[src/rtl/dac_trig_pkg.sv]
package dac_trig_pkg;
    localparam int unsigned OFS_CFG  = 32'h00;
    localparam int unsigned OFS_VAL  = 32'h04;
    localparam int unsigned OFS_SYNC = 32'h08;
    localparam int unsigned OFS_STAT = 32'h0C;

    localparam int CFG_EN_BIT   = 0;
    localparam int CFG_MODE_BIT = 1;
    localparam int CFG_SLEW_BIT = 2;
    localparam int CFG_SCL_LSB  = 16;
    localparam int SYNC_IE_BIT  = 2;

    typedef enum logic [1:0] {
        OST_OFF     = 2'd0,
        OST_SETTLED = 2'd1,
        OST_TRACK   = 2'd2
    } ost_e;
endpackage

[src/rtl/dac_apb_regs.sv]
module dac_apb_regs
    import dac_trig_pkg::*;
#(
    parameter int ADDR_W = 8,
    parameter int DATA_W = 12,
    parameter int SCL_W  = 16,
    parameter int SEL_W  = 2
) (
    input  logic              clk,
    input  logic              rst_n,
    input  logic              psel,
    input  logic              penable,
    input  logic              pwrite,
    input  logic [ADDR_W-1:0] paddr,
    input  logic [31:0]       pwdata,
    input  logic              trig_evt,
    output logic [31:0]       prdata,
    output logic              en_o,
    output logic              mode_o,
    output logic              slew_o,
    output logic [SCL_W-1:0]  scaler_o,
    output logic [DATA_W-1:0] value_o,
    output logic [SEL_W-1:0]  sel_o,
    output logic              irq_en_o,
    output logic              status_o
);
    localparam logic [ADDR_W-1:0] A_CFG  = ADDR_W'(OFS_CFG);
    localparam logic [ADDR_W-1:0] A_VAL  = ADDR_W'(OFS_VAL);
    localparam logic [ADDR_W-1:0] A_SYNC = ADDR_W'(OFS_SYNC);
    localparam logic [ADDR_W-1:0] A_STAT = ADDR_W'(OFS_STAT);

    logic wr_acc;
    assign wr_acc = psel && penable && pwrite;

    always_ff @(posedge clk) begin
        if (!rst_n) begin
            en_o     <= 1'b0;
            mode_o   <= 1'b0;
            slew_o   <= 1'b0;
            scaler_o <= '0;
            value_o  <= '0;
            sel_o    <= '0;
            irq_en_o <= 1'b0;
        end else if (wr_acc) begin
            if (paddr == A_CFG) begin
                en_o     <= pwdata[CFG_EN_BIT];
                mode_o   <= pwdata[CFG_MODE_BIT];
                slew_o   <= pwdata[CFG_SLEW_BIT];
                scaler_o <= pwdata[CFG_SCL_LSB +: SCL_W];
            end
            if (paddr == A_VAL) begin
                value_o <= pwdata[DATA_W-1:0];
            end
            if (paddr == A_SYNC) begin
                sel_o    <= pwdata[SEL_W-1:0];
                irq_en_o <= pwdata[SYNC_IE_BIT];
            end
        end
    end

    // Status flag: set on an event, cleared by writing 1; set wins
    always_ff @(posedge clk) begin
        if (!rst_n) begin
            status_o <= 1'b0;
        end else if (trig_evt) begin
            status_o <= 1'b1;
        end else if (wr_acc && paddr == A_STAT && pwdata[0]) begin
            status_o <= 1'b0;
        end
    end

    always_comb begin
        prdata = '0;
        if (paddr == A_CFG) begin
            prdata[CFG_EN_BIT]               = en_o;
            prdata[CFG_MODE_BIT]             = mode_o;
            prdata[CFG_SLEW_BIT]             = slew_o;
            prdata[CFG_SCL_LSB +: SCL_W]     = scaler_o;
        end else if (paddr == A_VAL) begin
            prdata[DATA_W-1:0] = value_o;
        end else if (paddr == A_SYNC) begin
            prdata[SEL_W-1:0]  = sel_o;
            prdata[SYNC_IE_BIT] = irq_en_o;
        end else if (paddr == A_STAT) begin
            prdata[0] = status_o;
        end
    end

    assert_status_set_R6: assert property (@(posedge clk) disable iff (!rst_n)
        trig_evt |=> status_o);
endmodule

[src/rtl/dac_trig_sync.sv]
module dac_trig_sync #(
    parameter int NTRIG = 4,
    parameter int SEL_W = 2
) (
    input  logic             clk,
    input  logic             rst_n,
    input  logic [NTRIG-1:0] trig_in,
    input  logic [SEL_W-1:0] sel,
    input  logic             en,
    output logic             trig_evt
);
    logic [NTRIG-1:0] rise;

    generate
        for (genvar g = 0; g < NTRIG; g++) begin : g_line
            logic [2:0] shreg;
            always_ff @(posedge clk) begin
                if (!rst_n) shreg <= '0;
                else        shreg <= {shreg[1:0], trig_in[g]};
            end
            assign rise[g] = shreg[1] && !shreg[2];
        end
    endgenerate

    always_comb begin
        trig_evt = 1'b0;
        if (en && (int'(sel) < NTRIG)) trig_evt = rise[sel];
    end
endmodule

[src/rtl/dac_pacer.sv]
module dac_pacer #(
    parameter int SCL_W = 16
) (
    input  logic             clk,
    input  logic             rst_n,
    input  logic             en,
    input  logic [SCL_W-1:0] scaler,
    output logic             tick
);
    logic [SCL_W-1:0] cnt_q;
    logic [SCL_W-1:0] lim;

    assign lim  = (scaler == '0) ? '0 : scaler - 1'b1;
    assign tick = en && (cnt_q >= lim);

    always_ff @(posedge clk) begin
        if (!rst_n || !en)   cnt_q <= '0;
        else if (tick)       cnt_q <= '0;
        else                 cnt_q <= cnt_q + 1'b1;
    end

    assert_tick_gap_R2: assert property (@(posedge clk) disable iff (!rst_n)
        (tick && scaler > SCL_W'(1)) |=> (!tick || scaler <= SCL_W'(1)));
endmodule

[src/rtl/dac_out_stage.sv]
module dac_out_stage
    import dac_trig_pkg::*;
#(
    parameter int DATA_W = 12,
    parameter int STEP   = 16
) (
    input  logic              clk,
    input  logic              rst_n,
    input  logic              en,
    input  logic              mode,
    input  logic              slew_en,
    input  logic [DATA_W-1:0] value,
    input  logic              trig_evt,
    input  logic              tick,
    output logic [DATA_W-1:0] code_q,
    output logic              valid_q
);
    localparam logic [DATA_W-1:0] STEP_V = DATA_W'(STEP);

    ost_e              state_q, state_d;
    logic [DATA_W-1:0] target_q;
    logic [DATA_W-1:0] gap, step, nxt;
    logic              up;

    // Target: follows the value register, or latches it on a trigger
    always_ff @(posedge clk) begin
        if (!rst_n || !en)      target_q <= '0;
        else if (!mode)         target_q <= value;
        else if (trig_evt)      target_q <= value;
    end

    always_comb begin
        up  = (target_q >= code_q);
        gap = up ? (target_q - code_q) : (code_q - target_q);
        step = (slew_en && gap > STEP_V) ? STEP_V : gap;
        nxt = up ? (code_q + step) : (code_q - step);
    end

    always_ff @(posedge clk) begin
        if (!rst_n) state_q <= OST_OFF;
        else        state_q <= state_d;
    end

    always_comb begin
        state_d = state_q;
        if (!en) begin
            state_d = OST_OFF;
        end else begin
            unique case (state_q)
                OST_OFF:     state_d = OST_SETTLED;
                OST_SETTLED: if (target_q != code_q) state_d = OST_TRACK;
                OST_TRACK:   if (tick && nxt == target_q) state_d = OST_SETTLED;
                default:     state_d = OST_OFF;
            endcase
        end
    end

    always_ff @(posedge clk) begin
        if (!rst_n) begin
            code_q  <= '0;
            valid_q <= 1'b0;
        end else begin
            valid_q <= tick && en;
            if (!en)                              code_q <= '0;
            else if (state_q == OST_TRACK && tick) code_q <= nxt;
        end
    end

    assert_hold_between_ticks_R4: assert property (@(posedge clk) disable iff (!rst_n)
        (en && !tick) |=> $stable(code_q));

    assert_step_limit_R9: assert property (@(posedge clk) disable iff (!rst_n)
        (en && slew_en) |=>
        (((code_q >= $past(code_q)) ? (code_q - $past(code_q)) : ($past(code_q) - code_q)) <= STEP_V));

    assert_off_zero_R10: assert property (@(posedge clk) disable iff (!rst_n)
        !en |=> (code_q == '0));
endmodule

[src/rtl/dac_trig_ctrl.sv]
module dac_trig_ctrl #(
    parameter int ADDR_W = 8,
    parameter int DATA_W = 12,
    parameter int SCL_W  = 16,
    parameter int NTRIG  = 4,
    parameter int STEP   = 16
) (
    input  logic              pclk,
    input  logic              presetn,
    input  logic              psel,
    input  logic              penable,
    input  logic              pwrite,
    input  logic [ADDR_W-1:0] paddr,
    input  logic [31:0]       pwdata,
    output logic [31:0]       prdata,
    output logic              pready,
    input  logic [NTRIG-1:0]  trig_in,
    output logic [DATA_W-1:0] dac_code,
    output logic              dac_valid,
    output logic              irq
);
    localparam int SEL_W = (NTRIG > 1) ? $clog2(NTRIG) : 1;

    logic              en, mode, slew, irq_en, status, trig_evt, tick;
    logic [SCL_W-1:0]  scaler;
    logic [DATA_W-1:0] value;
    logic [SEL_W-1:0]  sel;

    assign pready = 1'b1;
    assign irq    = status && irq_en;

    dac_apb_regs #(.ADDR_W(ADDR_W), .DATA_W(DATA_W), .SCL_W(SCL_W), .SEL_W(SEL_W)) u_regs (
        .clk(pclk), .rst_n(presetn), .psel(psel), .penable(penable), .pwrite(pwrite),
        .paddr(paddr), .pwdata(pwdata), .trig_evt(trig_evt), .prdata(prdata),
        .en_o(en), .mode_o(mode), .slew_o(slew), .scaler_o(scaler), .value_o(value),
        .sel_o(sel), .irq_en_o(irq_en), .status_o(status)
    );

    dac_trig_sync #(.NTRIG(NTRIG), .SEL_W(SEL_W)) u_trig (
        .clk(pclk), .rst_n(presetn), .trig_in(trig_in), .sel(sel), .en(en),
        .trig_evt(trig_evt)
    );

    dac_pacer #(.SCL_W(SCL_W)) u_pacer (
        .clk(pclk), .rst_n(presetn), .en(en), .scaler(scaler), .tick(tick)
    );

    dac_out_stage #(.DATA_W(DATA_W), .STEP(STEP)) u_out (
        .clk(pclk), .rst_n(presetn), .en(en), .mode(mode), .slew_en(slew),
        .value(value), .trig_evt(trig_evt), .tick(tick),
        .code_q(dac_code), .valid_q(dac_valid)
    );

    assert_valid_needs_en_R10: assert property (@(posedge pclk) disable iff (!presetn)
        !en |=> !dac_valid);
endmodule

[config.mk]
export PLATFORM = sky130hd
export DESIGN_NAME = dac_trig_ctrl
export DESIGN_NICKNAME = d
export VERILOG_FILES = /design/src/rtl/dac_trig_pkg.sv /design/src/rtl/dac_apb_regs.sv /design/src/rtl/dac_trig_sync.sv /design/src/rtl/dac_pacer.sv /design/src/rtl/dac_out_stage.sv /design/src/rtl/dac_trig_ctrl.sv
export SDC_FILE = /design/constraint.sdc
export NUM_CORES = 1
export LEC_CHECK = 0
export ABC_AREA = 1
export BUFFER_PORTS_ARGS = -buffer_cell sky130_fd_sc_hd__buf_2
export CORE_UTILIZATION = 50
export DETAILED_ROUTE_END_ITERATION = 8
export PLACE_DENSITY = 0.86
export SYNTH_ARGS = -nofsm -noshare
export SYNTH_HDL_FRONTEND = slang
export SYNTH_SLANG_ARGS = --single-unit
[constraint.sdc]
create_clock -name pclk -period 5.3 [get_ports pclk]
set_clock_uncertainty 0.2 [all_clocks]
set_input_delay 0.265 -clock pclk [delete_from_list [all_inputs] [get_ports pclk]]
set_output_delay 0.265 -clock pclk [all_outputs]
set_load 0.02 [all_outputs]
# After elaboration in Yosys (flattened, before gate mapping)
# Index checks and enable logic that the tools add are counted.
dict set report totals {
  in_bits 49
  word_cells 90
  register_bits 90
  out_inout_bits 47
}
dict set report classes {
  reduce_logical 31
  n_addsub 6
  n_eq_ne 10
  mux 22
  magnitude_cmp 4
}
# cell n
set op_table {}
lappend op_table {{12-bit two-way mux} 5}
lappend op_table {{12-bit subtractor} 3}
lappend op_table {{16-bit two-way mux} 2}
lappend op_table {{9-bit two-way mux} 2}
lappend op_table {{16-bit by 1-bit adder with 16-bit output (second input constant)} 1}
lappend op_table {{8-bit by 4-bit equality test with 1-bit output (second input constant)} 2}
lappend op_table {{16-bit >= comparator} 1}
lappend op_table {{16-bit zero test} 1}
lappend op_table {{16-bit by 1-bit subtractor with 16-bit output (second input constant)} 1}
lappend op_table {{1-bit logical AND} 14}
lappend op_table {{12-bit adder} 1}
lappend op_table {{12-bit equality test} 1}
lappend op_table {{12-bit >= comparator} 1}
lappend op_table {{12-bit by 5-bit > comparator with 1-bit output (second input constant)} 1}
lappend op_table {{12-bit inequality test} 1}
lappend op_table {{2-bit AND reduction} 5}
lappend op_table {{8-bit by 3-bit equality test with 1-bit output (second input constant)} 1}
lappend op_table {{8-bit zero test} 1}
lappend op_table {{1-bit zero test} 6}
lappend op_table {{1-bit two-way mux} 6}
lappend op_table {{2-bit two-way mux} 3}
lappend op_table {{3-bit two-way mux} 2}
lappend op_table {{2-bit one-hot mux with 3 select lines} 1}
lappend op_table {{2-bit by 1-bit inequality test with 1-bit output (second input constant)} 2}
lappend op_table {{9 further kinds} 9}

# Logic depth before layout (Yosys ltp)
dict set report logic_depth {
  ltp_word 11
  mapped_depth 42
  ltp_nobuf 41
}

# Modules after synthesis
# A second synthesis with hierarchy kept.
dict set report hier_totals {
  cells_unflattened 1183
  hier_area_um2 7614.8
}
# mod seq_area_each_um2 instances cells_each area_each_um2
set modules_own_cells {}
lappend modules_own_cells {dac_out_stage 540.5 1 559 3520.9}
lappend modules_own_cells {dac_apb_regs 700.7 1 320 2005.7}
lappend modules_own_cells {dac_pacer 320.3 1 250 1677.9}
lappend modules_own_cells {dac_trig_sync 240.2 1 50 391.6}
lappend modules_own_cells {dac_trig_ctrl 0.0 1 4 18.8}

# Least setup slack after synthesis
# Ideal clock, no wire load.
dict set report synth_path {
  kind {flip-flop to flip-flop}
  from {register u_out.code_q[1]}
  to {register u_out.state_q[1]}
  setup_slack_ns 0.060
  path_stages_with_launch 34
  synth_period_minus_slack_ns 5.240
  setup_time_ns 0.117
  arrival_time_ns 4.923
  n_path_buf 1
  required_time_ns 4.983
  path_cell_list {dfxtp_1 > inv_1 > fa_1 > nand2_1 > nand2_2 > nand3_4 > inv_2 > nor2_4 > buf_6 > nand3_2 > nand2_1 > nand2_1 > nor2_2 > nand3_2 > nand2_4 > inv_2 > nor2_1 > inv_1 > ha_1 > o21ai_0 > fa_1 > o21ai_0 > a21boi_0 > o21ai_0 > a21oi_1 > o21ai_0 > xnor2_1 > xor2_1 > nor2_1 > nand3_1 > nor2_1 > nand3_2 > nand2_2 > a21oi_2}
}
dict set report synth_via {
  elab_chain_cells 11
  elab_cells_between_ends 16
  cone_classes {4 x add/sub; 2 x order compare; 4 x eq/ne; 3 x mux; 3 x reduce/logical}
}
# item line_no
set synth_lines {}
lappend synth_lines {{start, declared} dac_out_stage.sv:15} ;# output logic [DATA_W-1:0] code_q,
lappend synth_lines {{start signal, assigned} dac_out_stage.sv:65} ;# else if (state_q == OST_TRACK && tick) code_q <= nxt;
lappend synth_lines {{12-bit subtractor or 12-bit >= comparator (tied branches)} {dac_out_stage.sv:34, dac_out_stage.sv:33}}
lappend synth_lines {{12-bit two-way mux} dac_out_stage.sv:34} ;# gap = up ? (target_q - code_q) : (code_q - target_q);
lappend synth_lines {{12-bit by 5-bit > comparator with 1-bit output} dac_out_stage.sv:35} ;# step = (slew_en && gap > STEP_V) ? STEP_V : gap;
lappend synth_lines {{1-bit logical AND} dac_out_stage.sv:35}
lappend synth_lines {{12-bit two-way mux} dac_out_stage.sv:35}
lappend synth_lines {{12-bit subtractor or 12-bit adder (tied branches)} dac_out_stage.sv:36} ;# nxt = up ? (code_q + step) : (code_q - step);
lappend synth_lines {{12-bit two-way mux} dac_out_stage.sv:36}
lappend synth_lines {{12-bit equality test} dac_out_stage.sv:52} ;# OST_TRACK: if (tick && nxt == target_q) state_d = OST_SETTLED;
lappend synth_lines {{1-bit logical AND} dac_out_stage.sv:52}
lappend synth_lines {{2-bit by 1-bit inequality test with 1-bit output (no source line)} --}
lappend synth_lines {{2-bit AND reduction (no source line) (*)} --}
lappend synth_lines {{end signal, assigned} dac_out_stage.sv:41} ;# else state_q <= state_d;
lappend synth_lines {{end, declared} dac_out_stage.sv:20} ;# ost_e state_q, state_d;
# Every way passes the cells marked *; elsewhere a longest branch is shown, timed or not.
# A chain may end at the register's enable or synchronous reset.

# Worst setup path after layout
dict set report layout_path {
  from {register u_out.target_q[0]}
  to {register u_out.state_q[1]}
}
dict set report layout_via {
  elab_chain_cells 11
  elab_cells_between_ends 16
  cone_classes {4 x add/sub; 2 x order compare; 4 x eq/ne; 3 x mux; 3 x reduce/logical}
}
# item line_no
set layout_lines {}
lappend layout_lines {{start, declared} dac_out_stage.sv:21} ;# logic [DATA_W-1:0] target_q;
lappend layout_lines {{start signal, assigned} dac_out_stage.sv:28} ;# else if (!mode) target_q <= value;
lappend layout_lines {{start signal, assigned} dac_out_stage.sv:29} ;# else if (trig_evt) target_q <= value;
lappend layout_lines {{12-bit subtractor or 12-bit >= comparator (tied branches)} {dac_out_stage.sv:34, dac_out_stage.sv:33}}
lappend layout_lines {{12-bit two-way mux} dac_out_stage.sv:34}
lappend layout_lines {{12-bit by 5-bit > comparator with 1-bit output} dac_out_stage.sv:35}
lappend layout_lines {{1-bit logical AND} dac_out_stage.sv:35}
lappend layout_lines {{12-bit two-way mux} dac_out_stage.sv:35}
lappend layout_lines {{12-bit subtractor or 12-bit adder (tied branches)} dac_out_stage.sv:36}
lappend layout_lines {{12-bit two-way mux} dac_out_stage.sv:36}
lappend layout_lines {{12-bit equality test} dac_out_stage.sv:52}
lappend layout_lines {{1-bit logical AND} dac_out_stage.sv:52}
lappend layout_lines {{2-bit by 1-bit inequality test with 1-bit output (no source line)} --}
lappend layout_lines {{2-bit AND reduction (no source line) (*)} --}
# Marked as above.

==> metrics.txt <==
Worst setup EP type=flop; Min-Delay Path Class=input pin to flop; post-synthesis sequential area ratio=26.6%; H-tree depth=3; initial drt markers=429; outcome=finished, final reports clean; worst IR drop on VDD=0.224 mV; CP most frequent cell=nand2_2; CP delay by family, top=simple AND/OR/NAND/NOR gates; most used flip-flop cell after synthesis=dfxtp_1; antenna-violating nets left=0; Slew @ Worst Pin=0.852 ns; sum of buffers and inverters on the critical path=8; Final Max Slew Viols=0; die area=14000 µm²; vias in the first global route=6688; global-route wire length before repair=30100 µm; area leader, netlist=dfxtp_1; final worst path period share=99.5%; Max-slew headroom=43.1%; pre-CTS setup slack=-0.192 ns; Horiz. Die Dim=118 µm; max-cap check violation count=0; DR vias/cell=5.26; synth warn=0; maximum clock insertion buffer count=2; CP Launch Type=flop; final hold slack=0.00878 ns; Syn Inst Count=1020; Antenna Cells=0; worst skew pair latency=0.35 ns; port bufs=86; starting density of the core=51.2%; Final nets=1318; share of cells above drive strength 1=25.7%; critical path arrival=5.35 ns; Seq cells post-synth=90; clock sink count=90; count of different cell masters after synthesis=49; Req. time, crit path=5.38 ns; Final Core Density=66.8%; worst-path fanout max=6; final worst path period need=5.27 ns; drt first pass iters=7; CTS tree=yes; Worst Slack Setup Final=0.0259 ns; die height=118 µm; Synth top area share=26.6%; routed length per instance=14.1 µm; area grow syn2layout=30.6%; largest net degree at the start of global routing=48; RSZ-0062 raised after global routing=yes; Syn Area/Cell=6.64 µm²; Setup CP Type=flop to flop; Pwr per Cell Area=151 nW/µm²; global-route usage over all layers=26.4%; Final Setup Violations=0; CTS buffer count=9; CP max stage delay=0.39 ns; Post-Syn Area=6770 µm²; asr flop ratio synth=0%; Slowest-stage cell, CP=fa_2; CTS Root Cell=clkbuf_16; final wirelength=19500 µm; Lkg Pwr=4.43 nW; final hold violations=0; number of synthesized flops with an enable pin=0; routed via count=7310; most common cell in the synthesized netlist=nand2_1; fmax=190 MHz; grt ovf=0; Clock Pin Slew Worst Setup and Hold Paths=0.07 ns; DP HPWL=14300 µm; top cells by area, synth=dfxtp_1, nand2_1, ha_1; RePlAce Congestion=0.930; synth cell count leaders=nand2_1, inv_1, nor2_1; DRC=0; FP Rows=42; # IOs=96; core area=13200 µm²; initial antenna violation count=0
-- registers in the layout, indices dropped and copies added, names as in the netlist --
signal               count
u_regs.slew_o            1
u_regs.mode_o            1
u_regs.irq_en_o          1
u_out.state_q            2
u_regs.en_o              1
u_out.valid_q            1
u_regs.status_o          1
u_trig.g_line.shreg     12
u_out.code_q            12
u_regs.sel_o             2
u_regs.value_o          12
u_regs.scaler_o         16
u_out.target_q          12
u_pacer.cnt_q           16
-- through the flow --
stage / setup TNS [ns] / std cells / instance area [µm²] / total power [W]
5_1_grt: -0.964 / 1391 / 8850 / 0.00138
3_3_place_gp: 0 / 1340 / 7910 / 0.000739
4_1_cts: 0 / 1375 / 8390 / 0.00134
6_report: 0 / 1391 / 8850 / 0.00134
3_5_place_dp: -0.404 / 1340 / 7910 / 0.000740
2_1_floorplan: 0 / 1023 / 6790 / 0.000721
-- layer usage --
metal  global-route usage [%]  vias to the layer above  share of wire [%]
met5                        0                        -                  0
met4                     8.39                        0                2.4
met3                     3.91                       48                8.0
met2                     45.7                      319                 48
met1                     33.6                     3327                 42
li1                         -                     3616                  -
-- final timing paths --
| path | startpoint | end | slack [ns] | cells past startpoint |
|---|---|---|---|---|
| max | u_out.target_q[0] | u_out.state_q[1] | 0.03 | 41 |
| max reg2reg | u_out.target_q[0] | u_out.state_q[1] | 0.03 | 41 |
| min | pwdata[26] | u_regs.scaler_o[10] | 0.009 | 3 |
| min reg2reg | u_trig.g_line[1].shreg[0] | u_trig.g_line[1].shreg[1] | 0.22 | 2 |
-- power by group --
group	switching, W	internal [W]
Sequential	0.00000138	0.000680
Clock	0.000268	0.000331
Combinational	0.0000277	0.0000264
Total	0.000297	0.00104
-- cell usage in the layout, fill, tap and decap left out, types with 48 or more instances in the layout --
cell type,Yosys,final
buf_2,3,86
o21ai_0,67,61
nand3_1,55,48
buf_4,5,94
ha_1,56,50
inv_1,155,151
a21oi_1,78,70
nor2_1,111,106
dfxtp_1,90,87
nand2_1,216,204
-- layout make-up --
class,instances,area [µm²]
clock buffers,10,239
clock inverters,6,40.0
fillers,1068,4400
inverters,165,624
multi-input cells,740,4530
flip-flops and latches,90,1810
well taps,176,220
repair buffers,204,1390
-- timing repair --
action	CTS	global route
pin swaps	6	43
hold buffers	16	0
setup endpoints to repair	3	4
resized for setup	9	78
buffers inserted	3	16
endpoints found under the hold margin	16	0
-- cells by family after synthesis --
family,count (synthesis),share of synthesized area (%)
XOR/XNOR,49,6.34
other,2,0.111
AO/OA/AOI/OAI,167,13.2
adder cells (fa/ha/maj),59,11.2
AND/OR/NAND/NOR,460,31.2
buffers and inverters,193,11.3
flip-flops,90,26.6
-- worst register-to-register path: cells and delay by family, from the launching register on --
| family | cells | cell delay [ns] |
|---|---|---|
| xor+xnor | 3 | 0.45 |
| simple gates | 23 | 2.06 |
| buf+inv | 8 | 0.71 |
| compound gates | 3 | 0.43 |
| fa+ha+maj | 4 | 1.03 |
| flops | 1 | 0.32 |
Power figures use the tool's default switching activity.
